$ cat src/rtl/ptu_pkg.sv
package ptu_pkg;

   typedef enum logic [0:0] {
      PTU_IDLE = 1'b0,
      PTU_SCAN = 1'b1
   } ptu_state_e;

endpackage

$ cat src/rtl/ptu_addr_gen.sv
module ptu_addr_gen #(
   parameter int unsigned DEPTH  = 512,
   parameter int unsigned ADDR_W = $clog2(DEPTH)
) (
   input  logic              clk,
   input  logic              rst_n,
   input  logic              go_i,
   output logic              rd_en_o,
   output logic [ADDR_W-1:0] rd_addr_o
);

   localparam logic [ADDR_W-1:0] LAST_ADDR = ADDR_W'(DEPTH - 1);

   logic              active_q;
   logic [ADDR_W-1:0] addr_q;

   always_ff @(posedge clk) begin
      if (!rst_n) begin
         active_q <= 1'b0;
         addr_q   <= '0;
      end else if (go_i) begin
         active_q <= 1'b1;
         addr_q   <= '0;
      end else if (active_q) begin
         if (addr_q == LAST_ADDR) begin
            active_q <= 1'b0;
         end else begin
            addr_q <= addr_q + 1'b1;
         end
      end
   end

   assign rd_en_o   = active_q;
   assign rd_addr_o = addr_q;

endmodule

$ cat src/rtl/ptu_tag_pipe.sv
module ptu_tag_pipe #(
   parameter int unsigned ADDR_W = 9,
   parameter int unsigned RD_LAT = 1
) (
   input  logic              clk,
   input  logic              rst_n,
   input  logic              vld_i,
   input  logic [ADDR_W-1:0] addr_i,
   output logic              vld_o,
   output logic [ADDR_W-1:0] addr_o
);

   generate
      if (RD_LAT == 0) begin : g_bypass
         assign vld_o  = vld_i;
         assign addr_o = addr_i;
      end else begin : g_stages
         logic              vld_q  [RD_LAT];
         logic [ADDR_W-1:0] addr_q [RD_LAT];

         for (genvar s = 0; s < RD_LAT; s++) begin : g_stage
            if (s == 0) begin : g_head
               always_ff @(posedge clk) begin
                  if (!rst_n) begin
                     vld_q[0]  <= 1'b0;
                     addr_q[0] <= '0;
                  end else begin
                     vld_q[0]  <= vld_i;
                     addr_q[0] <= addr_i;
                  end
               end
            end else begin : g_body
               always_ff @(posedge clk) begin
                  if (!rst_n) begin
                     vld_q[s]  <= 1'b0;
                     addr_q[s] <= '0;
                  end else begin
                     vld_q[s]  <= vld_q[s-1];
                     addr_q[s] <= addr_q[s-1];
                  end
               end
            end
         end

         assign vld_o  = vld_q[RD_LAT-1];
         assign addr_o = addr_q[RD_LAT-1];
      end
   endgenerate

endmodule

$ cat src/rtl/ptu_max_track.sv
module ptu_max_track #(
   parameter int unsigned DEPTH      = 512,
   parameter int unsigned DATA_W     = 12,
   parameter bit          SIGNED_CMP = 1'b1,
   parameter int unsigned ADDR_W     = $clog2(DEPTH),
   parameter int unsigned LEN_W      = $clog2(DEPTH + 1)
) (
   input  logic              clk,
   input  logic              rst_n,
   input  logic              vld_i,
   input  logic [ADDR_W-1:0] addr_i,
   input  logic [DATA_W-1:0] sample_i,
   output logic              final_o,
   output logic              done_o,
   output logic [DATA_W-1:0] peak_val_o,
   output logic [ADDR_W-1:0] peak_addr_o,
   output logic [LEN_W-1:0]  trunc_len_o
);

   localparam logic [ADDR_W-1:0] LAST_ADDR = ADDR_W'(DEPTH - 1);
   localparam logic [LEN_W-1:0]  FULL_LEN  = LEN_W'(DEPTH);

   logic [DATA_W-1:0] best_q;
   logic [ADDR_W-1:0] best_addr_q;
   logic              greater;
   logic              take;
   logic              first;
   logic [DATA_W-1:0] nxt_best;
   logic [ADDR_W-1:0] nxt_addr;

   generate
      if (SIGNED_CMP) begin : g_cmp_signed
         assign greater = $signed(sample_i) > $signed(best_q);
      end else begin : g_cmp_unsigned
         assign greater = sample_i > best_q;
      end
   endgenerate

   assign first   = (addr_i == '0);
   assign take    = first || greater;
   assign final_o = vld_i && (addr_i == LAST_ADDR);

   always_comb begin
      nxt_best = best_q;
      nxt_addr = best_addr_q;
      if (take) begin
         nxt_best = sample_i;
         nxt_addr = addr_i;
      end
   end

   always_ff @(posedge clk) begin
      if (!rst_n) begin
         best_q      <= '0;
         best_addr_q <= '0;
      end else if (vld_i) begin
         best_q      <= nxt_best;
         best_addr_q <= nxt_addr;
      end
   end

   always_ff @(posedge clk) begin
      if (!rst_n) begin
         done_o      <= 1'b0;
         peak_val_o  <= '0;
         peak_addr_o <= '0;
         trunc_len_o <= '0;
      end else begin
         done_o <= final_o;
         if (final_o) begin
            peak_val_o  <= nxt_best;
            peak_addr_o <= nxt_addr;
            trunc_len_o <= FULL_LEN - LEN_W'(nxt_addr);
         end
      end
   end

endmodule

$ cat src/rtl/peak_trunc_unit.sv
module peak_trunc_unit #(
   parameter int unsigned DEPTH      = 512,
   parameter int unsigned DATA_W     = 12,
   parameter int unsigned RD_LAT     = 1,
   parameter bit          SIGNED_CMP = 1'b1,
   parameter int unsigned ADDR_W     = $clog2(DEPTH),
   parameter int unsigned LEN_W      = $clog2(DEPTH + 1)
) (
   input  logic              clk,
   input  logic              rst_n,
   input  logic              start_i,
   output logic              rd_en_o,
   output logic [ADDR_W-1:0] rd_addr_o,
   input  logic [DATA_W-1:0] rd_data_i,
   output logic              busy_o,
   output logic              done_o,
   output logic [DATA_W-1:0] peak_val_o,
   output logic [ADDR_W-1:0] peak_addr_o,
   output logic [ADDR_W-1:0] trunc_start_o,
   output logic [LEN_W-1:0]  trunc_len_o
);

   import ptu_pkg::*;

   generate
      if (DEPTH < 2) begin : g_bad_depth
         $error("peak_trunc_unit: DEPTH must be at least 2");
      end
      if ((1 << ADDR_W) < DEPTH) begin : g_bad_addr
         $error("peak_trunc_unit: ADDR_W too narrow for DEPTH");
      end
      if (RD_LAT > 4) begin : g_bad_lat
         $error("peak_trunc_unit: RD_LAT must be 0 to 4");
      end
      if (DATA_W < 2) begin : g_bad_data
         $error("peak_trunc_unit: DATA_W must be at least 2");
      end
   endgenerate

   ptu_state_e        state_q;
   logic              go;
   logic              final_cmp;
   logic              tag_vld;
   logic [ADDR_W-1:0] tag_addr;

   assign go = start_i && (state_q == PTU_IDLE);

   always_ff @(posedge clk) begin
      if (!rst_n) begin
         state_q <= PTU_IDLE;
      end else begin
         case (state_q)
            PTU_IDLE: if (go)        state_q <= PTU_SCAN;
            PTU_SCAN: if (final_cmp) state_q <= PTU_IDLE;
            default:                 state_q <= PTU_IDLE;
         endcase
      end
   end

   assign busy_o = (state_q == PTU_SCAN);

   ptu_addr_gen #(
      .DEPTH  (DEPTH),
      .ADDR_W (ADDR_W)
   ) addr_gen_i (
      .clk       (clk),
      .rst_n     (rst_n),
      .go_i      (go),
      .rd_en_o   (rd_en_o),
      .rd_addr_o (rd_addr_o)
   );

   ptu_tag_pipe #(
      .ADDR_W (ADDR_W),
      .RD_LAT (RD_LAT)
   ) tag_pipe_i (
      .clk    (clk),
      .rst_n  (rst_n),
      .vld_i  (rd_en_o),
      .addr_i (rd_addr_o),
      .vld_o  (tag_vld),
      .addr_o (tag_addr)
   );

   ptu_max_track #(
      .DEPTH      (DEPTH),
      .DATA_W     (DATA_W),
      .SIGNED_CMP (SIGNED_CMP),
      .ADDR_W     (ADDR_W),
      .LEN_W      (LEN_W)
   ) max_track_i (
      .clk         (clk),
      .rst_n       (rst_n),
      .vld_i       (tag_vld),
      .addr_i      (tag_addr),
      .sample_i    (rd_data_i),
      .final_o     (final_cmp),
      .done_o      (done_o),
      .peak_val_o  (peak_val_o),
      .peak_addr_o (peak_addr_o),
      .trunc_len_o (trunc_len_o)
   );

   assign trunc_start_o = peak_addr_o;

endmodule

$ cat config.mk
export PLATFORM = sky130hd
export DESIGN_NAME = peak_trunc_unit
export DESIGN_NICKNAME = d
export VERILOG_FILES = /design/src/rtl/ptu_pkg.sv /design/src/rtl/ptu_addr_gen.sv /design/src/rtl/ptu_tag_pipe.sv /design/src/rtl/ptu_max_track.sv /design/src/rtl/peak_trunc_unit.sv
export SDC_FILE = /design/constraint.sdc
export NUM_CORES = 1
export LEC_CHECK = 0
export CAP_MARGIN = 20
export CORE_MARGIN = 3
export CORE_UTILIZATION = 60
export DETAILED_ROUTE_END_ITERATION = 10
export DONT_BUFFER_PORTS = 1
export GPL_TIMING_DRIVEN = 0
export PLACE_DENSITY = 0.76
export SLEW_MARGIN = 25
export SYNTH_ARGS = -nofsm -noshare
export SYNTH_HDL_FRONTEND = slang
export SYNTH_SLANG_ARGS = --single-unit
$ cat constraint.sdc
create_clock -name clk -period 4.4 [get_ports clk]
set_input_delay 0.88 -clock clk [delete_from_list [all_inputs] [get_ports clk]]
set_output_delay 0.88 -clock clk [all_outputs]
set_load 0.005 [all_outputs]
==> results.py, run 1 <==
metrics = {
    "run_status": {
        "run_status": "finished, final reports clean",
    },
    "timing": {
        "timing.final.max_slew_violations": 0,
        "slew-limit-headroom": 0.447,
        "final_hold_viol_count": 0,
        "grt_setup_unrepaired": "no",
        "finalCriticalPeriod_ns": 3.24,
        "fin_tns_setup_ns": 0,
        "setup-violations-final": 0,
        "layout_worst_path_cycle_share": 0.737,
        "layout_setup_ws_ns": 1.16,
        "final.setup_skew_ns": 0.0139,
        "tightest_slew_ns": 0.823,
        "worst_hold_margin_ns": 0.457,
        "highest_clock_frequency_the_design_can_meet_ghz": 0.308,
    },
    "placement": {
        "io_buffers": 0,
        "place_hpwl_mm": 5.92,
        "dpl_worst_slack_ns": 0.811,
        "post_dp_cell_area_mm2": 0.00364,
        "final_replace_weighted_congestion": 0.888,
    },
    "grt": {
        "globalRouteMet2Util": 0.378,
        "first_pass_grt_wire_length_mm": 13.7,
        "track_usage": 0.249,
        "via_count_of_the_first_global_routing_pass": 2773,
        "globalRouteMet3Util": 0.0823,
        "antenna_found_initial": 0,
        "grt_max_degree": 14,
        "met1_usage": 0.319,
        "global_route.peak_usage_layer": "met2",
        "grt.overflow.total": 0,
    },
    "worst_setup_path": {
        "worst-endpoint-arrival_ns": 3.53,
        "r2r-end": "max_track_i.best_q[5]",
        "setup.worst_path.class": "primary input to flip-flop",
        "r2r_slack_ns": 1.29,
        "crit_fanout": 10,
        "crit_path_end_kind": "flip-flop",
        "regToRegStartpoint": "max_track_i.best_q[9]",
        "worstPathRequired_ns": 4.69,
        "worst_r2r_path_depth": 10,
        "setup.worst_path.start_class": "primary input",
    },
    "synthesis": {
        "yosys.area_share.simple": 0.184,
        "ys.flop_type": "sky130_fd_sc_hd__dfxtp_1",
        "syn_area_per_cell_um2": 8.72,
        "post-synth-top-count-cell": "sky130_fd_sc_hd__dfxtp_1",
        "synth_top_area_share": 0.412,
        "post_synth_inst_count": 407,
        "syn-num-nets": 436,
        "share_of_synthesized_area_occupied_by_flip_flops_and_latches": 0.412,
        "synth_top_area_cell": "sky130_fd_sc_hd__dfxtp_1",
        "postSynth.asyncResetShare": 0,
        "synth-xor-area-share": 0.0272,
        "postSynthRegisterBits": 73,
        "synth.cell_area_mm2": 0.00355,
        "yosys_warnings": 0,
        "post_synth_main_area_contributors": "sky130_fd_sc_hd__dfxtp_1 41%, sky130_fd_sc_hd__nand2_1 5.6%, sky130_fd_sc_hd__a21oi_1 5.4%",
        "synth-compound-area-share": 0.205,
        "synthMuxAreaShare": 0.0483,
        "yosys.cell_types.count": 53,
        "yosys.area_share.adder": 0.0494,
        "count_of_flip_flops_with_a_built_in_enable_after_synthesis": 0,
        "synthTopCellsByCount": "73 x sky130_fd_sc_hd__dfxtp_1, 53 x sky130_fd_sc_hd__nand2_1, 38 x sky130_fd_sc_hd__a21oi_1, 23 x sky130_fd_sc_hd__o21ai_0, 20 x sky130_fd_sc_hd__nor2_1",
        "synth_top_family_by_area": "compound AO/OA/AOI/OAI gates",
    },
    "power": {
        "switching_share": 0.252,
        "power.total_w": 0.00132,
        "p_seq_frac": 0.510,
        "power.ir.vdd_worst_mv": 0.205,
        "combPwrFrac": 0.084,
        "clockPowerShare": 0.406,
        "power.density_cell_area_mw_per_mm2": 344,
        "p_int_w": 0.000991,
        "power.net_switching_w": 0.000334,
        "leakagePower_nw": 1.46,
    },
    "floorplan": {
        "die-area_mm2": 0.00687,
        "dieHeight_um": 82.9,
        "dieWidth_um": 82.9,
        "fp.coreArea_mm2": 0.00561,
        "effective_utilization_at_floorplan": 0.633,
        "row_count": 27,
        "top_level_ports": 67,
    },
    "clocking": {
        "worstSkewPairLatency_ns": 0.35,
        "cts-buffers-inserted": 9,
        "cts.repair.resized": 0,
        "cts.hold.buffers_added": 0,
        "cts_root_buf": "sky130_fd_sc_hd__clkbuf_8",
        "cts_sinks": 73,
        "clkSlewWorstSetupHoldPaths_ns": 0.08,
        "clock_tree.buffer_depth": 2,
        "cts_setup_buffers": 0,
        "cts.htree.levels": 3,
        "tritoncts": "yes",
    },
    "drt": {
        "antenna_left": 0,
        "route.vias.total": 2882,
        "drt_drc_violations_left": 0,
        "finalWirelength_mm": 8.23,
        "drt_first_pass_iters": 5,
        "detail_route.iter0.violations": 231,
        "drt-vias-per-instance": 5.82,
        "avgRoutedWirePerCell_um": 16.6,
    },
    "layout": {
        "nFillCells": 483,
        "layout.area.seq_mm2": 0.00146,
        "share_of_final_layout_standard_cells_stronger_than_drive_strength_1": 0.116,
        "multiInputGateArea_mm2": 0.00183,
        "synthToLayoutAreaGrowth_pct": 8.47,
        "fin_area_mm2": 0.00385,
        "antenna_cells": 0,
        "nets": 447,
    },
    "hold_path": {
        "worst_hold_path_startpoint": "max_track_i.best_q[11]",
        "hold_class": "flip-flop to flip-flop",
        "timing.hold.worst_endpoint": "max_track_i.best_q[11]",
        "hold-path-cell-count": 2,
    },
    "flow_run": {
        "timing.max_cap.violations": 0,
    },
}
-- routing by layer --
| layer | part of all wire | wire length, µm |
|---|---|---|
| met1 | 0.45 | 3680 |
| met2 | 0.45 | 3660 |
| met3 | 0.088 | 728 |
| met4 | 0.019 | 160 |
| met5 | 0 | 0 |
-- metrics by stage --
stage | std cells | utilization
after floorplan | 407 | -
after global placement | 479 | 0.649
after detailed placement | 479 | 0.650
after CTS | 495 | 0.686
after global routing | 495 | 0.686
final | 495 | 0.686
-- worst max path at each step --
stage / startpoint / endpoint / slack (ns) / depth (start not counted)
6_report: rd_data_i[9] / max_track_i.best_q[5] / 1.16 / 9
5_1_grt: rd_data_i[9] / max_track_i.best_q[9] / 1.0 / 9
3_3_place_gp: rd_data_i[9] / max_track_i.best_q[5] / 0.84 / 9
3_5_place_dp: rd_data_i[9] / max_track_i.best_q[5] / 0.81 / 9
4_1_cts: rd_data_i[9] / max_track_i.best_q[5] / 1.18 / 9
2_1_floorplan: rd_data_i[9] / max_track_i.trunc_len_o[8] / 1.23 / 8
-- power groups by stage --
stage	logic (W)	clock network (W)	registers [W]
after floorplan	0.0000860	0	0.000690
after global placement	0.000109	0	0.000691
after detailed placement	0.000110	0	0.000692
after CTS	0.000111	0.000544	0.000676
after global routing	0.000125	0.000576	0.000678
final	0.000111	0.000537	0.000676
-- area by class of cell --
cell class              count  area share
inverters                  17      0.0166
plain buffers              34      0.0511
clock inverters             6      0.0172
clock buffers              10      0.0358
well taps                  72      0.0234
multi-input cells         283       0.476
flip-flops and latches     73       0.380
-- placed cells by master (no fill, tap or decap), types with 3 or more instances in the layout --
| cell | count |
|---|---|
| sky130_fd_sc_hd__inv_1 | 16 |
| sky130_fd_sc_hd__nor4_2 | 3 |
| sky130_fd_sc_hd__xnor2_1 | 6 |
| sky130_fd_sc_hd__buf_6 | 3 |
| sky130_fd_sc_hd__dfxtp_1 | 73 |
| sky130_fd_sc_hd__nand3_1 | 3 |
| sky130_fd_sc_hd__clkbuf_8 | 10 |
| sky130_fd_sc_hd__nor2_1 | 20 |
| sky130_fd_sc_hd__a21oi_1 | 38 |
| sky130_fd_sc_hd__nand2_1 | 53 |
| sky130_fd_sc_hd__clkinvlp_4 | 3 |
| sky130_fd_sc_hd__a21boi_1 | 16 |
| sky130_fd_sc_hd__xor2_1 | 5 |
| sky130_fd_sc_hd__buf_4 | 12 |
| sky130_fd_sc_hd__and2_1 | 14 |
| sky130_fd_sc_hd__mux2i_1 | 9 |
| sky130_fd_sc_hd__a211oi_1 | 4 |
| sky130_fd_sc_hd__clkbuf_1 | 18 |
| sky130_fd_sc_hd__o211a_1 | 6 |
| sky130_fd_sc_hd__o21ai_0 | 23 |
| sky130_fd_sc_hd__a22oi_1 | 4 |
| sky130_fd_sc_hd__nand4_1 | 9 |
| sky130_fd_sc_hd__nor3_1 | 13 |
| sky130_fd_sc_hd__nor2b_1 | 5 |
| sky130_fd_sc_hd__ha_1 | 14 |
| sky130_fd_sc_hd__or3_1 | 3 |
-- logic make-up after synthesis --
kind of cell | after synthesis
and+or+nand+nor | 132
AOI/OAI and AO/OA | 112
DFF | 73
buffers and inverters | 51
muxes | 14
adders and majority gates | 14
xor gates and xnor gates | 11
-- critical path, stage by stage --
cell                       delay, ns
sky130_fd_sc_hd__ha_1           0.29
sky130_fd_sc_hd__a21o_1         0.19
sky130_fd_sc_hd__a2111o_1       0.44
sky130_fd_sc_hd__o31a_1         0.28
sky130_fd_sc_hd__clkbuf_1       0.27
sky130_fd_sc_hd__o21ai_2        0.45
sky130_fd_sc_hd__clkbuf_1       0.45
sky130_fd_sc_hd__nand2_1        0.13
sky130_fd_sc_hd__a21boi_1       0.14
-- state kept, by name, indices dropped and copies added, names as in the netlist --
| name | count |
|---|---|
| max_track_i.best_q | 12 |
| max_track_i.peak_val_o | 12 |
| max_track_i.trunc_len_o | 10 |
| addr_gen_i.rd_addr_o | 9 |
| max_track_i.best_addr_q | 9 |
| tag_pipe_i.g_stages.addr_q | 9 |
| max_track_i.peak_addr_o | 8 |
| addr_gen_i.rd_en_o | 1 |
| busy_o | 1 |
| max_track_i.done_o | 1 |
| tag_pipe_i.g_stages.vld_q | 1 |
No activity file was read; power rests on OpenSTA's default activity.
==> inputs of run 2 (changes only) <==
--- a/config.mk
+++ b/config.mk
@@ -7,11 +7,11 @@
 export LEC_CHECK = 0
 export CAP_MARGIN = 20
 export CORE_MARGIN = 3
-export CORE_UTILIZATION = 60
+export CORE_UTILIZATION = 57
 export DETAILED_ROUTE_END_ITERATION = 10
 export DONT_BUFFER_PORTS = 1
 export GPL_TIMING_DRIVEN = 0
-export PLACE_DENSITY = 0.76
+export PLACE_DENSITY = 0.75
 export SLEW_MARGIN = 25
 export SYNTH_ARGS = -nofsm -noshare
 export SYNTH_HDL_FRONTEND = slang
==> constraint.sdc (replaced) <==
create_clock -name clk -period 2.9 [get_ports clk]
set_input_delay 0.58 -clock clk [delete_from_list [all_inputs] [get_ports clk]]
set_output_delay 0.58 -clock clk [all_outputs]
set_load 0.005 [all_outputs]
==> run 2 against run 1 <==
Compared with the run above:
- clock power rose by 62%
- worst hold slack got worse by 0.091 ns
- combinational power is 66% higher
- wire length rose by 2.1%
- first-iteration DRC count increased by 0.43%
- global-route usage decreased by 0.91 points
- register-to-register slack worse by 1.2 ns
- non-clock buffer count is 1 higher
- utilization shrank 3.4 points
- final area increased by 1.6%
- largest cell class unchanged
==> results.py, run 2 (synthesized netlist as in run 1, its figures left out) <==
metrics = {
    "run_status": {
        "run_status": "finished, final reports clean",
    },
    "timing": {
        "grt_setup_unrepaired": "no",
        "timing.final.max_slew_violations": 0,
        "finalCriticalPeriod_ns": 2.79,
        "worst_hold_margin_ns": 0.366,
        "highest_clock_frequency_the_design_can_meet_ghz": 0.359,
        "layout_worst_path_cycle_share": 0.961,
        "final_hold_viol_count": 0,
        "final.setup_skew_ns": 0.00526,
        "slew-limit-headroom": 0.447,
        "tightest_slew_ns": 0.823,
        "setup-violations-final": 0,
    },
    "floorplan": {
        "fp.coreArea_mm2": 0.00599,
        "dieHeight_um": 84.9,
        "effective_utilization_at_floorplan": 0.592,
        "dieWidth_um": 84.9,
        "top_level_ports": 67,
        "die-area_mm2": 0.00721,
        "row_count": 28,
    },
    "drt": {
        "drt-vias-per-instance": 5.87,
        "finalWirelength_mm": 8.40,
        "antenna_left": 0,
        "drt_first_pass_iters": 4,
        "route.vias.total": 2931,
        "drt_drc_violations_left": 0,
        "avgRoutedWirePerCell_um": 16.8,
        "detail_route.iter0.violations": 232,
    },
    "layout": {
        "final_common_cell": "sky130_fd_sc_hd__dfxtp_1",
        "synthToLayoutAreaGrowth_pct": 10.2,
        "nFillCells": 499,
        "share_of_final_layout_standard_cells_stronger_than_drive_strength_1": 0.127,
        "antenna_cells": 0,
        "fin_util": 0.652,
        "nets": 448,
        "biggestRegsByFlops": "max_track_i.best_q x12, max_track_i.peak_val_o x12, max_track_i.trunc_len_o x10",
        "mostFrequentLayoutCells": "73 x sky130_fd_sc_hd__dfxtp_1, 53 x sky130_fd_sc_hd__nand2_1, 38 x sky130_fd_sc_hd__a21oi_1",
    },
    "grt": {
        "first_pass_grt_wire_length_mm": 13.7,
        "antenna_found_initial": 0,
        "grt.overflow.total": 0,
        "track_usage": 0.240,
        "grt_max_degree": 19,
        "via_count_of_the_first_global_routing_pass": 2847,
    },
    "worst_setup_path": {
        "timing.critical_path.cells": "or4_4 -> buf_6 -> nor4_2 -> clkbuf_1 -> nor3_1 -> a21oi_1 -> a21oi_1",
        "critical-path-top-delay-family": "simple AND/OR/NAND/NOR gates",
        "cp_common_cell": "sky130_fd_sc_hd__a21oi_1",
        "crit_fanout": 10,
        "crit_slowest_cell": "sky130_fd_sc_hd__nor4_2",
        "crit_path_end_kind": "flip-flop",
        "setup.worst_path.start_class": "flip-flop",
        "critPathMaxStageDelay_ns": 0.68,
        "worstPathRequired_ns": 3.11,
        "worst-endpoint-arrival_ns": 3.00,
        "setup.worst_path.class": "flip-flop to flip-flop",
        "cp.buffers_inverters": 2,
    },
    "placement": {
        "io_buffers": 0,
        "final_replace_weighted_congestion": 0.816,
        "place_hpwl_mm": 6.08,
    },
    "clocking": {
        "cts-buffers-inserted": 9,
        "cts.htree.levels": 3,
        "cts.hold.buffers_added": 0,
        "cts_root_buf": "sky130_fd_sc_hd__clkbuf_8",
        "cts_sinks": 73,
        "clock_tree.buffer_depth": 2,
        "tritoncts": "yes",
        "clkSlewWorstSetupHoldPaths_ns": 0.08,
        "worstSkewPairLatency_ns": 0.34,
    },
    "power": {
        "power.ir.vdd_worst_mv": 0.329,
        "leakagePower_nw": 1.49,
        "power.density_cell_area_mw_per_mm2": 532,
    },
    "flow_run": {
        "timing.max_cap.violations": 0,
    },
    "hold_path": {
        "hold_class": "primary input to flip-flop",
    },
}
run 2: path summary, 6_finish.rpt:
path	slack (ns)	to	cells past startpoint	start
worst max-delay path	0.11	max_track_i.peak_val_o[7]	7	tag_pipe_i.g_stages.addr_q[0][1]
worst min-delay path	0.37	max_track_i.best_q[0]	2	rd_data_i[0]
worst max register to register	0.11	max_track_i.peak_val_o[7]	7	tag_pipe_i.g_stages.addr_q[0][1]
worst min register to register	0.45	max_track_i.best_q[10]	2	max_track_i.best_q[10]
run 2: metal layers:
layer | part of all wire | GRT usage
met1 | 0.46 | 0.315
met2 | 0.47 | 0.375
met3 | 0.062 | 0.0573
met4 | 0.012 | 0.108
met5 | 0 | 0
run 2: report_power, final:
group | switching (W) | internal [W] | leakage [nW]
registers | 0.0000101 | 0.00102 | 0.590
clock network | 0.000389 | 0.000482 | 0.0975
logic | 0.000109 | 0.0000746 | 0.801
run 2: cell type report:
type,instances,area [µm²],share of cell area
multi-input cells,283,1850,0.474
flip-flops and latches,73,1460,0.374
plain buffers,32,194,0.0496
clock buffers,9,124,0.0317
clock inverters,7,95.1,0.0243
well taps,75,93.8,0.0240
inverters,17,63.8,0.0163
repair buffers,3,22.5,0.00576
run 2: worst register-to-register path: stages (launching register included):
cell and delay [ns]:
sky130_fd_sc_hd__dfxtp_1 0.40, sky130_fd_sc_hd__or4_4 0.57, sky130_fd_sc_hd__buf_6 0.15, sky130_fd_sc_hd__nor4_2 0.69
sky130_fd_sc_hd__clkbuf_1 0.48, sky130_fd_sc_hd__nor3_1 0.10, sky130_fd_sc_hd__a21oi_1 0.19, sky130_fd_sc_hd__a21oi_1 0.09
run 2: repair_timing:
action	in CTS	in global routing
endpoints found under the setup margin	23	33
gates cloned	0	0
pin swaps	1	1
setup buffers	0	3
resized for setup	3	3
run 2: stage by stage:
| step | cell area, µm² | instances | setup WS (ns) | TNS [ns] | power (W) |
|---|---|---|---|---|---|
| floorplan | 3550 | 407 | 0.0253 | 0 | 0.00118 |
| global placement | 3640 | 482 | -0.369 | -8.60 | 0.00121 |
| detailed placement | 3640 | 482 | -0.364 | -9.53 | 0.00122 |
| CTS | 3870 | 497 | 0.0365 | 0 | 0.00208 |
| global route | 3910 | 499 | 0.0252 | 0 | 0.00215 |
| finish | 3910 | 499 | 0.113 | 0 | 0.00208 |
==> inputs of run 3 (changes only) <==
--- a/config.mk
+++ b/config.mk
@@ -11,7 +11,7 @@
 export DETAILED_ROUTE_END_ITERATION = 10
 export DONT_BUFFER_PORTS = 1
 export GPL_TIMING_DRIVEN = 0
-export PLACE_DENSITY = 0.75
+export PLACE_DENSITY = 0.82
 export SLEW_MARGIN = 25
 export SYNTH_ARGS = -nofsm -noshare
 export SYNTH_HDL_FRONTEND = slang
==> run 3 against run 2 <==
Compared with the run above:
- count of clock-buffer cells in the layout stayed put
- clock power is 22% higher
- utilization is 0.67 points higher
- sequential share of layout area is 0.38 points lower
- flip-flop and latch count stayed put
- critical path depth stayed put
- sequential power hardly changed
- register-to-register slack worse by 0.02 ns
- global-route usage is 1.0 points higher
- critical path type unchanged
- critical endpoint is now max_track_i.peak_val_o[10]
- largest cell class unchanged
- largest power group is now clock
- highest routed layer unchanged
==> results.py, run 3 (synthesized netlist as in run 1, its figures left out) <==
metrics = {
    "layout": {
        "mostFrequentLayoutCells": "73 x sky130_fd_sc_hd__dfxtp_1, 53 x sky130_fd_sc_hd__nand2_1, 38 x sky130_fd_sc_hd__a21oi_1",
        "nets": 448,
        "biggestRegsByFlops": "max_track_i.best_q x12, max_track_i.peak_val_o x12, max_track_i.trunc_len_o x10",
        "antenna_cells": 0,
        "share_of_final_layout_standard_cells_stronger_than_drive_strength_1": 0.127,
        "fin_util": 0.659,
        "synthToLayoutAreaGrowth_pct": 11.3,
        "nFillCells": 503,
        "final_common_cell": "sky130_fd_sc_hd__dfxtp_1",
    },
    "drt": {
        "wl_met2_mm": 3.89,
        "drt_first_pass_iters": 5,
        "route.met3.wl_um": 761,
        "drt_drc_violations_left": 0,
        "routedLengthMet1_mm": 3.59,
        "avgRoutedWirePerCell_um": 17.0,
        "drt-vias-per-instance": 6.03,
        "route.vias.total": 3010,
        "detail_route.iter0.violations": 247,
        "topRoutingLayerUsed": "met4",
        "antenna_left": 0,
        "finalWirelength_mm": 8.51,
    },
    "worst_setup_path": {
        "crit_start": "tag_pipe_i.g_stages.addr_q[0][1]",
        "setup.worst_path.start_class": "flip-flop",
        "setup.worst_path.class": "flip-flop to flip-flop",
        "regToRegStartpoint": "tag_pipe_i.g_stages.addr_q[0][1]",
        "crit_path_end_kind": "flip-flop",
        "crit_fanout": 10,
        "worst-endpoint-arrival_ns": 3.02,
        "worstPathRequired_ns": 3.12,
    },
    "timing": {
        "grt_setup_unrepaired": "no",
        "layout_worst_path_cycle_share": 0.967,
        "final.setup_skew_ns": 0.0119,
        "slew-limit-headroom": 0.391,
        "layout_setup_ws_ns": 0.0963,
        "tightest_slew_ns": 0.906,
        "setup-violations-final": 0,
        "highest_clock_frequency_the_design_can_meet_ghz": 0.357,
        "finalCriticalPeriod_ns": 2.80,
        "final_hold_viol_count": 0,
        "timing.final.max_slew_violations": 0,
    },
    "placement": {
        "place_hpwl_mm": 6.07,
        "io_buffers": 0,
        "final_replace_weighted_congestion": 0.920,
        "dpl_worst_slack_ns": -0.415,
    },
    "clocking": {
        "cts_sinks": 73,
        "cts.htree.levels": 3,
        "tritoncts": "yes",
        "cts_root_buf": "sky130_fd_sc_hd__clkbuf_8",
        "clock_tree.buffer_depth": 2,
        "worstSkewPairLatency_ns": 0.35,
        "clkSlewWorstSetupHoldPaths_ns": 0.08,
        "cts-buffers-inserted": 9,
    },
    "power": {
        "power.ir.vdd_worst_mv": 0.401,
        "leakagePower_nw": 1.51,
        "switching_share": 0.229,
        "p_int_w": 0.00175,
        "power.total_w": 0.00227,
        "clockPowerShare": 0.467,
        "p_seq_frac": 0.453,
        "combPwrFrac": 0.080,
        "power.net_switching_w": 0.000520,
        "power.density_cell_area_mw_per_mm2": 574,
    },
    "run_status": {
        "run_status": "finished, final reports clean",
    },
    "grt": {
        "grt.overflow.total": 0,
        "track_usage": 0.250,
        "via_count_of_the_first_global_routing_pass": 2877,
        "first_pass_grt_wire_length_mm": 14.2,
        "grt_max_degree": 14,
        "antenna_found_initial": 0,
    },
    "floorplan": {
        "top_level_ports": 67,
        "die-area_mm2": 0.00721,
        "dieWidth_um": 84.9,
        "dieHeight_um": 84.9,
        "effective_utilization_at_floorplan": 0.592,
        "row_count": 28,
        "fp.coreArea_mm2": 0.00599,
    },
    "hold_path": {
        "worst_hold_path_startpoint": "rd_data_i[8]",
        "hold_class": "primary input to flip-flop",
    },
    "flow_run": {
        "timing.max_cap.violations": 0,
    },
}
-- run 3: worst paths after layout --
kind / endpoint / cells after the start / slack [ns]
setup / recovery: max_track_i.peak_val_o[10] / 7 / 0.1
hold / removal: max_track_i.best_q[8] / 2 / 0.35
setup reg to reg: max_track_i.peak_val_o[10] / 7 / 0.1
hold reg to reg: max_track_i.best_q[8] / 2 / 0.46
-- run 3: layout make-up --
type / instances / area [µm²] / share of cell area
timing repair buffer: 2 / 15.0 / 0.00380
clock inverter: 7 / 143 / 0.0361
multi-input combinational: 283 / 1850 / 0.468
clock buffer: 9 / 124 / 0.0314
inverter: 17 / 63.8 / 0.0162
buffer: 33 / 199 / 0.0504
tap: 75 / 93.8 / 0.0238
sequential: 73 / 1460 / 0.370
-- run 3: power groups by stage --
stage / combinational, W / sequential, W / clock [W]
finish: 0.000181 / 0.00103 / 0.00106
global route: 0.000198 / 0.00103 / 0.00112
CTS: 0.000178 / 0.00103 / 0.00106
detailed placement: 0.000170 / 0.00105 / 0
global placement: 0.000166 / 0.00105 / 0
floorplan: 0.000131 / 0.00105 / 0
-- run 3: what timing repair did --
item,4_1_cts,5_1_grt
pin swaps,2,0
hold buffers,0,0
setup endpoints to repair,25,11
gates resized for setup,4,2
setup buffers,2,0
-- run 3: through the flow --
step	std cells	hold slack, ns	TNS [ns]	area (µm²)
after CTS	500	0.351	0	3950
after floorplan	407	0.435	0	3550
final	499	0.355	0	3950
after detailed placement	482	0.448	-10.40	3650
after global routing	499	0.348	0	3950
after global placement	482	0.441	-9.31	3640
-- run 3: worst max-delay path: stages (launching register included) --
cell and delay, ns:
sky130_fd_sc_hd__dfxtp_1 0.39, sky130_fd_sc_hd__or4_4 0.56, sky130_fd_sc_hd__buf_6 0.15, sky130_fd_sc_hd__nor4_2 0.75
sky130_fd_sc_hd__clkbuf_1 0.45, sky130_fd_sc_hd__nor3_1 0.10, sky130_fd_sc_hd__a21oi_1 0.19, sky130_fd_sc_hd__a21oi_1 0.09
-- run 3: metal layers --
layer / vias up / GRT usage
li1: 1439 / -
met1: 1402 / 0.320
met2: 142 / 0.387
met3: 27 / 0.0757
met4: 0 / 0.114
met5: - / 0
